==> src/rtl/reloc_pkg.sv <==
package reloc_pkg;

  typedef enum logic {
    SEL_BASE  = 1'b0,
    SEL_LIMIT = 1'b1
  } reloc_sel_e;

endpackage

==> src/rtl/reloc_regs.sv <==
module reloc_regs
  import reloc_pkg::*;
#(
  parameter int PA_W = 32
) (
  input  logic            clk,
  input  logic            rst,
  input  logic            cfg_we,
  input  reloc_sel_e      cfg_sel,
  input  logic [PA_W-1:0] cfg_wdata,
  input  logic            map_en,
  output logic [PA_W-1:0] base_o,
  output logic [PA_W-1:0] limit_o
);

  logic [PA_W-1:0] base_q;
  logic [PA_W-1:0] limit_q;
  logic            wr_ok;

  // Writes are accepted only while translation is off
  assign wr_ok = cfg_we && !map_en;

  always_ff @(posedge clk) begin
    if (rst) begin
      base_q  <= '0;
      limit_q <= '0;
    end else if (wr_ok) begin
      if (cfg_sel == SEL_BASE) base_q  <= cfg_wdata;
      else                     limit_q <= cfg_wdata;
    end
  end

  assign base_o  = base_q;
  assign limit_o = limit_q;

  AST_CFG_LOCKED: assert property (@(posedge clk) disable iff (rst)
    map_en |=> ($stable(base_q) && $stable(limit_q)));

  AST_CFG_LOAD: assert property (@(posedge clk) disable iff (rst)
    (cfg_we && !map_en && cfg_sel == SEL_LIMIT) |=> (limit_q == $past(cfg_wdata)));

endmodule

==> src/rtl/reloc_xlate.sv <==
module reloc_xlate #(
  parameter int PA_W = 32
) (
  input  logic            map_en,
  input  logic            cpu_valid,
  input  logic            cpu_write,
  input  logic [PA_W-1:0] cpu_addr,
  input  logic [PA_W-1:0] base_i,
  input  logic [PA_W-1:0] limit_i,
  output logic            fwd_valid,
  output logic            fwd_write,
  output logic [PA_W-1:0] fwd_addr,
  output logic            viol
);

  logic            out_of_range;
  logic [PA_W-1:0] reloc_sum;

  // Range test works on the raw virtual address, before the adder
  assign out_of_range = (cpu_addr >= limit_i);
  assign reloc_sum    = base_i + cpu_addr;

  always_comb begin
    viol      = 1'b0;
    fwd_valid = 1'b0;
    fwd_write = 1'b0;
    fwd_addr  = '0;
    if (cpu_valid) begin
      if (!map_en) begin
        fwd_valid = 1'b1;
        fwd_write = cpu_write;
        fwd_addr  = cpu_addr;
      end else if (out_of_range) begin
        viol = 1'b1;
      end else begin
        fwd_valid = 1'b1;
        fwd_write = cpu_write;
        fwd_addr  = reloc_sum;
      end
    end
  end

  always_comb begin
    if (viol && fwd_valid) assert (0) else ; // never both
    AST_EXCL: assert (!(viol && fwd_valid));
  end

endmodule

==> src/rtl/reloc_outstage.sv <==
module reloc_outstage #(
  parameter int PA_W = 32
) (
  input  logic            clk,
  input  logic            rst,
  input  logic            fwd_valid,
  input  logic            fwd_write,
  input  logic [PA_W-1:0] fwd_addr,
  input  logic            viol,
  input  logic [PA_W-1:0] viol_vaddr,
  output logic            mem_valid,
  output logic            mem_write,
  output logic [PA_W-1:0] mem_addr,
  output logic            fault,
  output logic [PA_W-1:0] fault_vaddr
);

  always_ff @(posedge clk) begin
    if (rst) begin
      mem_valid   <= 1'b0;
      mem_write   <= 1'b0;
      mem_addr    <= '0;
      fault       <= 1'b0;
      fault_vaddr <= '0;
    end else begin
      mem_valid <= fwd_valid;
      mem_write <= fwd_write;
      mem_addr  <= fwd_addr;
      fault     <= viol;
      if (viol) fault_vaddr <= viol_vaddr;
    end
  end

  AST_FAULT_VADDR: assert property (@(posedge clk) disable iff (rst)
    viol |=> (fault_vaddr == $past(viol_vaddr)));

  AST_FAULT_HOLD: assert property (@(posedge clk) disable iff (rst)
    !viol |=> $stable(fault_vaddr));

endmodule

==> src/rtl/addr_reloc_unit.sv <==
module addr_reloc_unit
  import reloc_pkg::*;
#(
  parameter int PA_W = 32
) (
  input  logic            clk,
  input  logic            rst,
  input  logic            cfg_we,
  input  logic            cfg_sel,
  input  logic [PA_W-1:0] cfg_wdata,
  input  logic            map_en,
  input  logic            cpu_valid,
  input  logic            cpu_write,
  input  logic [PA_W-1:0] cpu_addr,
  output logic            mem_valid,
  output logic            mem_write,
  output logic [PA_W-1:0] mem_addr,
  output logic            fault,
  output logic [PA_W-1:0] fault_vaddr
);

  logic [PA_W-1:0] base_w;
  logic [PA_W-1:0] limit_w;
  logic            fwd_valid;
  logic            fwd_write;
  logic [PA_W-1:0] fwd_addr;
  logic            viol;
  reloc_sel_e      sel_e;

  assign sel_e = reloc_sel_e'(cfg_sel);

  reloc_regs #(.PA_W(PA_W)) u_regs (
    .clk       (clk),
    .rst       (rst),
    .cfg_we    (cfg_we),
    .cfg_sel   (sel_e),
    .cfg_wdata (cfg_wdata),
    .map_en    (map_en),
    .base_o    (base_w),
    .limit_o   (limit_w)
  );

  reloc_xlate #(.PA_W(PA_W)) u_xlate (
    .map_en    (map_en),
    .cpu_valid (cpu_valid),
    .cpu_write (cpu_write),
    .cpu_addr  (cpu_addr),
    .base_i    (base_w),
    .limit_i   (limit_w),
    .fwd_valid (fwd_valid),
    .fwd_write (fwd_write),
    .fwd_addr  (fwd_addr),
    .viol      (viol)
  );

  reloc_outstage #(.PA_W(PA_W)) u_out (
    .clk         (clk),
    .rst         (rst),
    .fwd_valid   (fwd_valid),
    .fwd_write   (fwd_write),
    .fwd_addr    (fwd_addr),
    .viol        (viol),
    .viol_vaddr  (cpu_addr),
    .mem_valid   (mem_valid),
    .mem_write   (mem_write),
    .mem_addr    (mem_addr),
    .fault       (fault),
    .fault_vaddr (fault_vaddr)
  );

  AST_REAL_PASS: assert property (@(posedge clk) disable iff (rst)
    (cpu_valid && !map_en) |=> (mem_valid && mem_addr == $past(cpu_addr)));

  AST_IN_WINDOW: assert property (@(posedge clk) disable iff (rst)
    (mem_valid && $past(map_en)) |-> ($past(cpu_addr) < $past(limit_w)));

  AST_FAULT_BLOCKS: assert property (@(posedge clk) disable iff (rst)
    fault |-> !mem_valid);

  AST_FAULT_MAPPED: assert property (@(posedge clk) disable iff (rst)
    fault |-> ($past(map_en) && $past(cpu_valid)));

  AST_IDLE_QUIET: assert property (@(posedge clk) disable iff (rst)
    !cpu_valid |=> (!mem_valid && !fault));

endmodule

==> config.mk <==
export PLATFORM = sky130hd
export DESIGN_NAME = addr_reloc_unit
export DESIGN_NICKNAME = d
export VERILOG_FILES = /design/src/rtl/reloc_pkg.sv /design/src/rtl/reloc_regs.sv /design/src/rtl/reloc_xlate.sv /design/src/rtl/reloc_outstage.sv /design/src/rtl/addr_reloc_unit.sv
export SDC_FILE = /design/constraint.sdc
export NUM_CORES = 1
export LEC_CHECK = 0
export BUFFER_PORTS_ARGS = -buffer_cell sky130_fd_sc_hd__buf_2
export CAP_MARGIN = 10
export CORE_UTILIZATION = 55
export DETAILED_ROUTE_END_ITERATION = 7
export GPL_TIMING_DRIVEN = 0
export HOLD_SLACK_MARGIN = 0.06
export PLACE_DENSITY = 0.8
export SLEW_MARGIN = 20
export SYNTH_ARGS = -nofsm -noshare
export SYNTH_HDL_FRONTEND = slang
export SYNTH_SLANG_ARGS = --single-unit
export TNS_END_PERCENT = 10
==> constraint.sdc <==
create_clock -name clk -period 6.7 [get_ports clk]
set_input_delay 0.67 -clock clk [delete_from_list [all_inputs] [get_ports clk]]
set_output_delay 0.67 -clock clk [all_outputs]
set_load 0.05 [all_outputs]
==> reports/metrics.yaml, run 1 <==
status: "finished clean"
tightest_slew_ns: 0.698
rows: 40
fin_crit_ns: 3.16
synthCells: 856
ys_warn_count: 0
cts.sinks: 131
syn_avg_cell_area_sq_um: 8.16
finalCritPeriodShare_pct: 47.2
report.final.slew_viol_count: 0
cts_resized: 0
reg2reg_slack_ns: 3.66
wl_um: 19000
yosys_most_used_dff: "dfxtp_1"
dp_hpwl_um: 14300
post_drt_wl_per_cell_um: 15.9
vdd_ir_drop_max_mv: 0.185
crit_path_end_kind: "flop"
antenna_found_initial: 0
drc: 0
stdcell_area_sq_um: 8440
grt_usage_pct: 30.1
nFillCells: 1042
fin_setup_tns_ns: 0
diodes: 0
grt_overflow_total: 0
cts-root-buf: "clkbuf_16"
slew_headroom_pct: 53.4
port_buffers: 135
critPathKind: "in -> reg"
clkLatencyLatePin_ns: 0.43
ant_nets: 0
hold_viol: 0
fp.dieW_um: 115
hold_buffers: 0
synth_edf_count: 0
setup_viol: 0
htree_levels: 4
placed_area_sq_um: 7870
hp-class: "reg -> reg"
cp_data_required_time_ns: 7.02
tritoncts.num_buffers: 17
startpoint_type: "input pin"
core_area_sq_um: 12200
fp.dieH_um: 115
die_area_sq_um: 13200
vias: 6594
initial_core_util_pct: 57.2
area_growth_pct: 20.8
worstPathMaxFanout: 10
vias_per_cell: 5.54
gp_congestion: 0.921
syn_area_sq_um: 6990
post_cts_buffers: 0
dr.pass1.iters: 5
path_clk_slew_ns: 0.06
synth_seq_area_share_pct: 37.5
ys_ff_latch: 131
cap_violations: 0
fin_nets: 1145
rsz0062_at_grt: "false"
drt_iter0_drc: 393
p_leak_nw: 3.84
fin_skew_ns: 0.0146
ys_types: 58
clock_path_buffers: 2
grt_pass1_wl_um: 30100
drive_gt1_share_pct: 18.4
clock.fmax_mhz: 316
grt_pass1_vias: 6026
grt_max_degree: 17
async_reset_ff_share_pct: 0
cts_tree: "built"
synth_nets: 991
powerDensity_nw_per_um2: 244
cp.arrival_ns: 3.48
io_pins: 138
==> synthesized netlist by cell type, drive strengths merged (3+ instances only) <==
cell	instances	area [sq um]
o31ai	3	22.5
dfxtp	131	2620
nand3	20	100
o21ai	36	191
nor2b	5	31.3
o21a	3	22.5
buf	9	80.1
clkbuf	35	131
a21o	19	143
o211ai	4	35.0
nor2	53	199
mux2i	32	320
nor3	7	35.0
nand2	166	623
a211oi	6	50.1
nand2b	27	176
a21oi	117	593
ha	63	788
xor2	14	123
nand4	9	56.3
inv	40	150
nand3b	4	30.0
o21bai	5	37.5
and3	5	31.3
xnor2	10	87.6
a31oi	4	25.0
==> cells by family (layout without fill, tap and decap cells) <==
group	count (synthesis)	in the layout	synth area share, %
AO/OA/AOI/OAI	209	209	18.0
flip-flops	131	131	37.5
XOR/XNOR	24	24	3.01
multiplexers	32	32	4.58
buffers and inverters	84	250	5.17
adder cells (fa/ha/maj)	64	64	11.6
AND/OR/NAND/NOR	312	312	20.2
==> per-stage QoR <==
step	hold slack, ns	power [mW]	worst slack (ns)	cells	util, %
floorplan	0.436	1.08	3.93	856	-
global placement	0.443	1.18	3.24	1159	64.5
detailed placement	0.449	1.19	3.20	1159	64.5
CTS	0.455	2.06	3.59	1190	69.1
global route	0.473	2.13	3.39	1190	69.1
finish	0.454	2.06	3.54	1190	69.1
==> power breakdown <==
group          internal, mW  switching, mW
clock                 0.543          0.338
combinational         0.119          0.234
sequential            0.811         0.0135
total                  1.47          0.586
==> layout make-up <==
class                           count  area (sq um)  area share, %
Tap cell                          168           210           2.49
Buffer                             44           211           2.51
Multi-Input combinational cell    641          4000           47.4
Inverter                           40           150           1.78
Sequential cell                   131          2620           31.1
Clock inverter                      9          80.1          0.949
Timing Repair Buffer              135           676           8.01
Clock buffer                       22           484           5.74
==> flip-flops by register name, indices dropped and copies added, names as in the netlist <==
name               cells
u_out.mem_valid        1
u_regs.base_o         32
u_regs.limit_o        32
u_out.mem_write        1
u_out.mem_addr        32
u_out.fault_vaddr     32
u_out.fault            1
==> critical path: stages <==
cell and delay [ns]:
buf_2 0.13, inv_1 0.05, ha_1 0.28, nand2b_4 0.15, a2111oi_4 0.37, nor3_1 0.09
o31ai_1 0.45, a211oi_1 0.19, o21ai_2 0.22, buf_4 0.22, buf_2 0.27, nand3b_1 0.11
a21oi_1 0.27
==> per-layer routing <==
metal	part of all wire, %	vias to the layer above	GRT usage, %
met1	45	3032	40.8
li1	-	3235	-
met5	0	-	0
met2	45	296	47.3
met3	8.1	31	5.77
met4	1.8	0	12.1
==> worst paths after layout <==
check,from,to,cells past startpoint
worst max-delay path,cpu_addr[0],u_out.mem_addr[1],13
worst min-delay path,u_regs.limit_o[4],u_regs.limit_o[4],2
worst max register to register,u_regs.base_o[0],u_out.mem_addr[30],12
worst min register to register,u_regs.limit_o[4],u_regs.limit_o[4],2
==> cells in the final DEF (no fill, tap or decap), drive strengths merged, types with 14 or more instances in the layout <==
| cell type | netlist | routed |
|---|---|---|
| a21o | 19 | 19 |
| a21oi | 117 | 117 |
| buf | 9 | 144 |
| clkbuf | 35 | 57 |
| dfxtp | 131 | 131 |
| ha | 63 | 63 |
| inv | 40 | 40 |
| mux2i | 32 | 32 |
| nand2 | 166 | 166 |
| nand2b | 27 | 27 |
| nand3 | 20 | 20 |
| nor2 | 53 | 53 |
| o21ai | 36 | 36 |
| xor2 | 14 | 14 |
(Power assumes the default switching activity.)
==> run 2, diff against run 1 <==
--- a/config.mk
+++ b/config.mk
@@ -7,11 +7,11 @@
 export LEC_CHECK = 0
 export BUFFER_PORTS_ARGS = -buffer_cell sky130_fd_sc_hd__buf_2
 export CAP_MARGIN = 10
-export CORE_UTILIZATION = 55
+export CORE_UTILIZATION = 50
 export DETAILED_ROUTE_END_ITERATION = 7
 export GPL_TIMING_DRIVEN = 0
 export HOLD_SLACK_MARGIN = 0.06
-export PLACE_DENSITY = 0.8
+export PLACE_DENSITY = 0.76
 export SLEW_MARGIN = 20
 export SYNTH_ARGS = -nofsm -noshare
 export SYNTH_HDL_FRONTEND = slang
==> constraint.sdc (replaced) <==
create_clock -name clk -period 2.8 [get_ports clk]
set_input_delay 0.28 -clock clk [delete_from_list [all_inputs] [get_ports clk]]
set_output_delay 0.28 -clock clk [all_outputs]
set_load 0.05 [all_outputs]
==> reports/metrics.yaml, run 2 (synthesis results as in run 1) <==
io_pins: 138  # unchanged
critPathKind: "reg -> reg"  # was in -> reg
clock_path_buffers: 2  # unchanged
grt_max_degree: 17  # unchanged
report.final.slew_viol_count: 0  # unchanged
path_clk_slew_ns: 0.06  # about the same
tritoncts.num_buffers: 17  # unchanged
hp-class: "in -> reg"  # was reg -> reg
antenna_found_initial: 0  # unchanged
grtUsageMet3_pct: 5.52  # was 5.77%
holdPathEnd: "u_regs.limit_o[0]"  # was u_regs.limit_o[4]
path_cells: "ha_4, nand2b_4, a2111oi_4, nor3_2, o31ai_4, a211oi_2, o21ai_2, nand3b_1, buf_6, buf_12, mux2i_1, nor2_1"  # was buf_2, inv_1, ha_1, nand2b_4, a2111oi_4, nor3_1, o31ai_1, a211oi_1, o21ai_2, buf_4, buf_2, nand3b_1, a21oi_1
cpMaxStageDelayCell: "dfxtp_2"  # was o31ai_1
status: "finished clean"  # unchanged
clock.fmax_mhz: 364
clkLatencyLatePin_ns: 0.43  # about the same
cp.arrival_ns: 3.04  # was 3.48 ns
final_cells: 1204  # was 1190
vias_per_cell: 5.43  # was 5.54
r2r-end: "u_out.fault_vaddr[15]"  # was u_out.mem_addr[30]
met2_usage_pct: 43.7  # was 47.3%
slowest_delay_ns: 0.35  # was 0.45 ns
critPathBufInv: 2  # was 4
worstPathMaxFanout: 10  # unchanged
reg2reg_slack_ns: 0.05  # was 3.66 ns
grt_use_met1_pct: 38.0  # was 40.8%
hold_start: "cfg_wdata[0]"  # was u_regs.limit_o[4]
setup_viol: 0  # unchanged
cts_tree: "built"  # unchanged
powerDensity_nw_per_um2: 607  # was 244 nW/um^2
cts-root-buf: "clkbuf_16"  # unchanged
cap_violations: 0  # unchanged
grt_busiest_layer: "met2"  # unchanged
reg2reg_from: "u_regs.limit_o[0]"  # was u_regs.base_o[0]
htree_levels: 4  # unchanged
final_cell_mix: "nand2_1 (166), buf_2 (135), dfxtp_1 (130), a21oi_1 (114), ha_1 (61)"  # was nand2_1 (166), buf_2 (136), dfxtp_1 (131), a21oi_1 (115), ha_1 (63)
fp.dieW_um: 120  # was 115 um
post-place-cells: 1167  # was 1159
fin_setup_tns_ns: 0  # unchanged
fin_nets: 1150  # was 1145
tightest_slew_ns: 0.678  # was 0.698 ns
initial_core_util_pct: 51.9  # was 57.2%
drive_gt1_share_pct: 19.9  # was 18.4%
port_buffers: 135  # unchanged
ant_nets: 0  # unchanged
hold_depth: 3  # was 2
hold_buffers: 0  # unchanged
drc: 0  # unchanged
cts.sinks: 131  # unchanged
dr.pass1.iters: 4  # was 5
mostFrequentLayoutCell: "nand2_1"  # unchanged
hold_viol: 0  # unchanged
fin_crit_ns: 2.75
grt_usage_pct: 27.7  # was 30.1%
dp_hpwl_um: 14400  # was 14300 um
grt_pass1_wl_um: 30600  # was 30100 um
crit_family: "compound AO/OA/AOI/OAI gates"  # unchanged
post_drt_wl_per_cell_um: 16.2  # was 15.9 um
core_area_sq_um: 13500  # was 12200 sq um
wl_um: 19500  # was 19000 um
vdd_ir_drop_max_mv: 0.392  # was 0.185 mV
p_leak_nw: 3.92  # was 3.84 nW
fin_skew_ns: 0.00966  # was 0.0146 ns
area_growth_pct: 24.3  # was 20.8%
die_area_sq_um: 14500  # was 13200 sq um
grt_overflow_total: 0  # unchanged
drt_iter0_drc: 501  # was 393
diodes: 0  # unchanged
startpoint_type: "flop"  # was input pin
slew_headroom_pct: 54.7  # was 53.4%
rows: 42  # was 40
cp_data_required_time_ns: 3.09  # was 7.02 ns
fp.dieH_um: 120  # was 115 um
crit_path_end_kind: "flop"  # unchanged
finalCritPeriodShare_pct: 98.2
grt_pass1_vias: 6053  # was 6026
gp_congestion: 0.903  # was 0.921
reg2reg_depth: 12  # unchanged
vias: 6532  # was 6594
-- run 2: changes by cell type in the layout (fill, tap and decap cells not counted), sizes merged --
cell and delta:
bufinv +4, clkinvlp -1, clkinv +1, buf +4
clkbuf -2
-- run 2: how the worst max path moves through the flow --
stage                                 start                     to  cells after the start
final                     u_regs.limit_o[0]  u_out.fault_vaddr[15]                     12
after global routing      u_regs.limit_o[0]  u_out.fault_vaddr[10]                     12
after CTS                 u_regs.limit_o[0]  u_out.fault_vaddr[15]                     12
after detailed placement        cpu_addr[0]     u_out.mem_addr[31]                     12
after global placement          cpu_addr[0]     u_out.mem_addr[31]                     12
after floorplan            u_regs.base_o[0]     u_out.mem_addr[30]                     12
-- run 2: timing repair --
action / 4_1_cts / 5_1_grt
cloned: 0 / 1
hold endpoints to repair: 0 / 0
setup endpoints to repair: 54 / 51
pin swaps: 2 / 7
resized for setup: 5 / 15
buffers inserted: 0 / 4
-- run 2: cell type report --
cell class / count / area (sq um)
Inverter: 40 / 150
Timing Repair Buffer: 140 / 731
Clock buffer: 19 / 433
Tap cell: 176 / 220
Multi-Input combinational cell: 641 / 4090
Buffer: 44 / 224
Clock inverter: 13 / 209
Sequential cell: 131 / 2620
Fill cell: 1148 / 4770
-- run 2: power by group --
group | switching, mW | leakage (nW) | internal, mW
sequential | 0.0319 | 1.07 | 1.94
combinational | 0.572 | 2.55 | 0.299
clock | 0.848 | 0.303 | 1.58
total | 1.45 | 3.92 | 3.82
-- run 2: tightest hold or removal path, cell delays in order --
cell	delay, ns
buf_2	0.11
nand2_1	0.05
a21oi_1	0.05
-- run 2: through the flow --
step                area, sq um  worst slack [ns]  utilization, %  power [mW]  hold WS, ns
finish                     8680            0.0494            64.6        5.27        0.106
global route               8680           -0.0466            64.6        5.46        0.108
CTS                        8550           -0.0202            63.5        5.25       0.0989
detailed placement         7880            -0.424            58.6        2.84        0.446
global placement           7880            -0.408            58.6        2.83        0.443
floorplan                  6990             0.381               -        2.59        0.388
-- run 2: layer usage --
metal  vias to the layer above  share of wire, %
met2                       232                45
met5                         -                 0
li1                       3247                 -
met1                      3018                47
met3                        35               5.9
met4                         0               2.1
